<file path="src/rtl/pacc_clksel.sv">
module pacc_clksel #(
  parameter int CNT_W  = 16,
  parameter int DIV_LO = 8
) (
  input  logic       clk,
  input  logic       rst_n,
  input  logic       pa_in,
  input  logic       tick_pre,
  input  logic       bus_sel,
  input  logic       bus_wr,
  input  logic [1:0] bus_addr,
  input  logic [7:0] bus_wdata,
  output logic [7:0] bus_rdata,
  output logic       tcnt_en,
  output logic       ovf_irq,
  output logic       edge_irq
);
  localparam logic [1:0] A_CTRL = 2'd0;
  localparam logic [1:0] A_FLAG = 2'd1;
  localparam logic [1:0] A_CHI  = 2'd2;
  localparam logic [1:0] A_CLO  = 2'd3;
  localparam logic [CNT_W-1:0]  CNT_MAX = '1;
  localparam logic [DIV_LO-1:0] LO_MAX  = '1;

  logic [5:0]       ctrl;
  logic [CNT_W-1:0] cnt;
  logic [CNT_W-1:0] div;
  logic             pa_q;
  logic             ovf_f, edge_f;

  wire en      = ctrl[0];
  wire [1:0] sel = ctrl[2:1];
  wire ovf_ie  = ctrl[3];
  wire edge_ie = ctrl[4];
  wire fast    = ctrl[5];

  wire wr      = bus_sel & bus_wr;
  wire ctrl_wr = wr & (bus_addr == A_CTRL);
  wire flag_wr = wr & (bus_addr == A_FLAG);
  wire chi_wr  = wr & (bus_addr == A_CHI);
  wire clo_wr  = wr & (bus_addr == A_CLO);
  wire cnt_wr  = chi_wr | clo_wr;
  wire cnt_acc = bus_sel & bus_addr[1];

  wire edge_ev = en & pa_in & ~pa_q;
  wire ovf_ev  = edge_ev & ~cnt_wr & (cnt == CNT_MAX);
  wire slow_lo = edge_ev & (div[DIV_LO-1:0] == LO_MAX);
  wire slow_hi = edge_ev & (div == CNT_MAX);

  wire clr_all  = fast & cnt_acc;
  wire clr_ovf  = (flag_wr & bus_wdata[1]) | clr_all;
  wire clr_edge = (flag_wr & bus_wdata[0]) | clr_all;

  always_ff @(posedge clk) begin
    if (!rst_n) begin
      ctrl   <= '0;
      cnt    <= '0;
      div    <= '0;
      pa_q   <= 1'b0;
      ovf_f  <= 1'b0;
      edge_f <= 1'b0;
    end else begin
      pa_q <= pa_in;
      if (ctrl_wr) ctrl <= bus_wdata[5:0];
      if (edge_ev) div <= div + 1'b1;
      if (chi_wr)       cnt[CNT_W-1:8] <= bus_wdata[CNT_W-9:0];
      else if (clo_wr)  cnt[7:0]       <= bus_wdata;
      else if (edge_ev) cnt            <= cnt + 1'b1;
      if (ovf_ev)        ovf_f <= 1'b1;
      else if (clr_ovf)  ovf_f <= 1'b0;
      if (edge_ev)       edge_f <= 1'b1;
      else if (clr_edge) edge_f <= 1'b0;
    end
  end

  always_comb begin
    if (!en) tcnt_en = tick_pre;
    else begin
      case (sel)
        2'b00:   tcnt_en = tick_pre;
        2'b01:   tcnt_en = edge_ev;
        2'b10:   tcnt_en = slow_lo;
        default: tcnt_en = slow_hi;
      endcase
    end
  end

  always_comb begin
    case (bus_addr)
      A_CTRL:  bus_rdata = {2'b00, ctrl};
      A_FLAG:  bus_rdata = {6'b0, ovf_f, edge_f};
      A_CHI:   bus_rdata = cnt[CNT_W-1:8];
      default: bus_rdata = cnt[7:0];
    endcase
  end

  assign ovf_irq  = ovf_ie & ovf_f;
  assign edge_irq = edge_ie & edge_f;
endmodule

</file>
<file path="config.mk">
export PLATFORM = sky130hd
export DESIGN_NAME = pacc_clksel
export DESIGN_NICKNAME = d
export VERILOG_FILES = /design/src/rtl/pacc_clksel.sv
export SDC_FILE = /design/constraint.sdc
export NUM_CORES = 1
export LEC_CHECK = 0
export ABC_CLOCK_PERIOD_IN_PS = 3200
export BUFFER_PORTS_ARGS = -buffer_cell sky130_fd_sc_hd__buf_2
export CAP_MARGIN = 5
export CORE_UTILIZATION = 52
export CTS_CLUSTER_SIZE = 25
export DETAILED_ROUTE_END_ITERATION = 8
export GPL_TIMING_DRIVEN = 0
export PLACE_DENSITY_LB_ADDON = 0.3
export SYNTH_ARGS = -nofsm -noshare
export SYNTH_HDL_FRONTEND = slang
export SYNTH_SLANG_ARGS = --single-unit
</file>
<file path="constraint.sdc">
create_clock -name clk -period 3.2 [get_ports clk]
set_input_delay 0.96 -clock clk [delete_from_list [all_inputs] [get_ports clk]]
set_output_delay 0.96 -clock clk [all_outputs]
set_load 0.02 [all_outputs]
</file>
Word-level counts from Yosys, hierarchy flattened
Index checks and enable logic that the tools add are counted.

operators by class
  add/subtract/negate cells = 2
  equal/unequal tests = 9
  muxes and demuxes = 11
  bitwise operators = 23
  reductions and logical operators = 8

operators by type and width
  kind                     count
  $add A16 B1 Y16 const B  2
  $eq A16 B16 Y1 const B   2
  $mux W8                  3
  $pmux W8 S3              1
  $and A1 B1 Y1            17
  $mux W16                 1
  $eq A8 B8 Y1 const B     1
  $reduce_bool A2 Y1       4
  $eq A2 B2 Y1 const B     3
  $mux W1                  5
  $eq A2 B1 Y1 const B     2
  $logic_not A2 Y1         2
  $reduce_and A2 Y1        2
  $not A1 Y1               3
  $or A1 B1 Y1             3
  $pmux W1 S3              1
  $ne A2 B2 Y1 const B     1

storage, ports and cells
  register bits = 41
  bits of input ports = 16
  output and inout port bits = 11
  logic and storage cells = 60

Longest topological paths before layout
  depth in word-level cells = 7
  depth in mapped cells = 6
  depth with buffers taken out = 5

Least setup slack after synthesis
Ideal clock, no wire load.

  path kind = input -> output
  start = input port bus_addr[0]
  end = output port bus_rdata[0]
  arrival time = 2017 ps
  data required time = 2240 ps
  slack = 223 ps
  stages on the path = 2
  buffers on the path = 1
  cell sequence = buf_1 > mux4_1

between the ends
  word-level cells in the longest chain between the ends = 2
  elaborated cells between the ends (all ways) = 4
  those cells by class = eq/ne (2); mux (1); reduce/logical (1)

RTL lines
  item                                        RTL line  source
  from (decl)                                 11        input logic [1:0] bus_addr,
  $eq A2 B2 Y1, or another cell as far along  89        case (bus_addr)
  $pmux W8 S3 *                               89
  to (decl)                                   13        output logic [7:0] bus_rdata,

Mark *: on every way between the ends. The rest lies on a longest branch, timed or not.

Worst setup path after layout
  start = input port pa_in
  end = output port tcnt_en

between the ends
  word-level cells in the longest chain between the ends = 5
  elaborated cells between the ends (all ways) = 6
  those cells by class = mux (2); bitwise (4)

RTL lines
  item                                     RTL line  source
  from (decl)                              7         input logic pa_in,
  $and A1 B1 Y1 * (2 in a row)             45        wire edge_ev = en & pa_in & ~pa_q;
  $and A1 B1 Y1, on equally long branches  48, 47
  $pmux W1 S3 *                            79        case (sel)
  $mux W1 *                                77        if (!en) tcnt_en = tick_pre;
  to (decl)                                14        output logic tcnt_en,

Marked as above.

==> summary.md <==
| Metric | Value |
|---|---|
| DRC | `0` |
| Clock Sinks | `41` |
| Cell count after synthesis | `256` |
| Routed Antenna Nets | `0` |
| Total Power | `1060 µW` |
| Syn nets | `274` |
| Overall fraction of global-route tracks in use | `26.4%` |
| Die Y | `66.9 µm` |
| Chip Width | `66.9 µm` |
| CTS buffer count | `5` |
| CTS tree | `done` |
| DR WL/cell | `16.0 µm` |
| CTS Hold Bufs | `0` |
| Pins over their slew limit | `0` |
| Initial antenna violation count | `0` |
| First-pass GRT wire length | `8.69 mm` |
| Hold depth | `2` |
| Top post-synthesis cells by count | `dfxtp_1 (41), o21ai_0 (23), nor2_1 (21)` |
| Worst setup path category | `primary input to output pin` |
| Worst-path clk slew | `0.08 ns` |
| CP required | `2.24 ns` |
| Min-delay worst type | `flip-flop to flip-flop` |
| Filler Cell Count | `between 300 and 400` |
| Number of global-route vias before repair | `1,810` |
| Vias per inst | `5.98` |
| Initial Util | `between 50% and 60%` |
| Io pins | `27` |
| H-tree levels | `2` |
| Gp weighted congestion | `approximately 0.97` |
| Crit Path Max Fanout | `8` |
| Share of layout cells above drive strength 1 | `15.2%` |
| Asr flop ratio synth | `0%` |
| VDD IR-drop max | `0.503 mV` |
| Sequential element share of the synthesized area | `37.5%` |
| RSZ-0062 raised after global routing | `no` |
| Final hold vios | `0` |
| Mapped Area | `2190 µm²` |
| Cell taking the most area after synthesis | `dfxtp_1` |
| Final net count | `approximately 300` |
| P&R area growth vs syn | `15.0%` |
| Fin util | `62.5%` |
| Root Driver | `clkbuf_8` |
| Mean Syn Cell Area | `8.55 µm²` |
| IO Port Bufs | `26` |
| Via count | `2,034` |
| Crit end category | `output pin` |
| Arrival time worst endpoint | `between 2 and 2.5 ns` |
| Leakage | `0.000948 µW` |
| Outcome | `finished, final reports clean` |
| Synth area leaders | `dfxtp_1 (38%), mux2i_1 (6.9%), o21ai_0 (5.3%), nor2_1 (3.6%), nand3_1 (3.2%)` |
| Clock skew | `0.0135 ns` |
| Antenna Cells | `0` |
| Final setup fails | `0` |
| Row cnt | `23` |
| Ys flop type | `dfxtp_1` |
| CTS max path bufs | `2` |
| CORE AREA | `4030 µm²` |
| Maximum clock frequency | `roughly 320 MHz` |
| Yosys reg bits | `41` |
| Period utilization | `97.8%` |
| Worst setup SP type | `primary input` |
| Period minus WS final | `~3.1 ns` |
| Distinct cells, synth | `40` |
| Post-DP HPWL | `just under 4 mm` |
| Yosys top cell area share | `37.5%` |
| Latest clock arrival within the worst-skew pair | `0.30 ns` |
| Pin count of the biggest net entering global routing | `14` |
| Pwr Density | `between 400 and 500 nW/µm²` |
| DRT Pass-1 Iters | `4` |
| Cells on worst reg2reg path | `5` |
| DR iter-0 viols | `211` |
| DIE AREA | `4470 µm²` |
| Warnings from Yosys | `0` |
| Post-synth EDFFs | `0` |
| Worst Tran Pin Value | `0.635 ns` |
| Most used standard cell by instance count after synthesis | `dfxtp_1` |
| Max-Slew Margin vs Limit | `57.3%` |
| Grt total ovfl | `0` |
| Max cap viols | `0` |
| Final wirelength | `5.43 mm` |
-- layout by cell type, fill, tap and decap left out, types with 3 or more instances in the layout --
cell type | Yosys | layout
nor3_1 | 4 | 4
a31oi_1 | 8 | 8
dfxtp_1 | 41 | 41
or3_1 | 8 | 8
and4_1 | 3 | 3
a211oi_1 | 3 | 3
and3_1 | 3 | 3
nor2_1 | 21 | 21
xor2_1 | 7 | 7
o21ai_0 | 23 | 23
mux2_2 | 3 | 3
nand4_1 | 10 | 10
or4_1 | 5 | 4
a22o_1 | 4 | 4
clkbuf_1 | 7 | 8
mux2i_1 | 15 | 15
nand2b_1 | 5 | 5
and2_1 | 4 | 4
o31ai_1 | 4 | 4
a21oi_1 | 11 | 11
clkbuf_8 | 0 | 6
nand2_1 | 16 | 16
buf_4 | 0 | 3
nand3_1 | 14 | 14
buf_2 | 2 | 25
inv_1 | 9 | 9
xnor2_1 | 7 | 7
-- through the flow --
| step | hold WS (ns) | area [µm²] | setup WS (ns) | setup TNS (ns) | cells |
|---|---|---|---|---|---|
| 3_5_place_dp | 0.470 | 2380 | -0.145 | -0.380 | 332 |
| 3_3_place_gp | 0.454 | 2380 | -0.134 | -0.329 | 332 |
| 4_1_cts | 0.483 | 2510 | 0.0342 | 0 | 340 |
| 2_1_floorplan | 0.443 | 2190 | 0.223 | 0 | 256 |
| 5_1_grt | 0.507 | 2520 | 0.0263 | 0 | 340 |
| 6_report | 0.479 | 2520 | 0.0688 | 0 | 340 |
-- area by class of cell --
class / count / area [µm²] / share of cell area, %
Inverter: 9 / 33.8 / 1.34
Clock buffer: 7 / 86.3 / 3.43
Buffer: 10 / 51.3 / 2.04
Sequential cell: 41 / 821 / 32.6
Multi-Input combinational cell: 195 / 1290 / 51.2
Timing Repair Buffer: 27 / 143 / 5.67
Tap cell: 50 / 62.6 / 2.49
Clock inverter: 1 / 30.0 / 1.19
-- cell families (layout without fill, tap and decap cells) --
kind of cell    Yosys count  in the layout  synth area share [%]
xor+xnor                 14             14                  5.60
fa+ha+maj                 2              2                  1.14
compound gates           56             56                  15.2
flops                    41             41                  37.5
mux                      20             20                  10.6
buf+inv                  20             54                  3.77
simple gates            103            103                  26.1
-- path summary, 6_finish.rpt --
| check | slack [ns] | end | from |
|---|---|---|---|
| setup reg to reg | 1.29 | div[15]$_SDFFE_PN0P_ | ctrl[0]$_SDFFE_PN0P_ |
| hold reg to reg | 0.48 | div[15]$_SDFFE_PN0P_ | div[15]$_SDFFE_PN0P_ |
| setup / recovery | 0.07 | tcnt_en | pa_in |
| hold / removal | 0.48 | div[15]$_SDFFE_PN0P_ | div[15]$_SDFFE_PN0P_ |
-- metal layers --
metal	GRT usage, %	wire [µm]
met5	0	0
met4	7.98	135
met3	7.53	446
met2	38.8	2360
met1	36.9	2490
-- critical path: stages --
cell      delay [ns]
buf_4           0.11
nand4b_4        0.09
or4_4           0.48
buf_6           0.15
nor2_1          0.09
a221o_1         0.15
buf_4           0.14
-- registers in the layout, summed over array words and instances (netlist names) --
| signal | flops |
|---|---|
| cnt | 16 |
| div | 16 |
| ctrl | 6 |
| edge_f | 1 |
| ovf_f | 1 |
| pa_q | 1 |
-- timing repair --
item / in CTS / in global routing
pin swaps: 0 / 0
resized for setup: 2 / 3
setup buffers: 1 / 0
setup endpoints to repair: 6 / 1
-- report_power, final --
| part | total (µW) | internal (µW) | switching, µW | leakage [µW] |
|---|---|---|---|---|
| Combinational | 83.3 | 33.0 | 50.3 | 0.000557 |
| Clock | 440 | 255 | 185 | 0.0000585 |
| Sequential | 532 | 520 | 12.8 | 0.000332 |
Note: power is estimated with default switching activity, not from simulation.
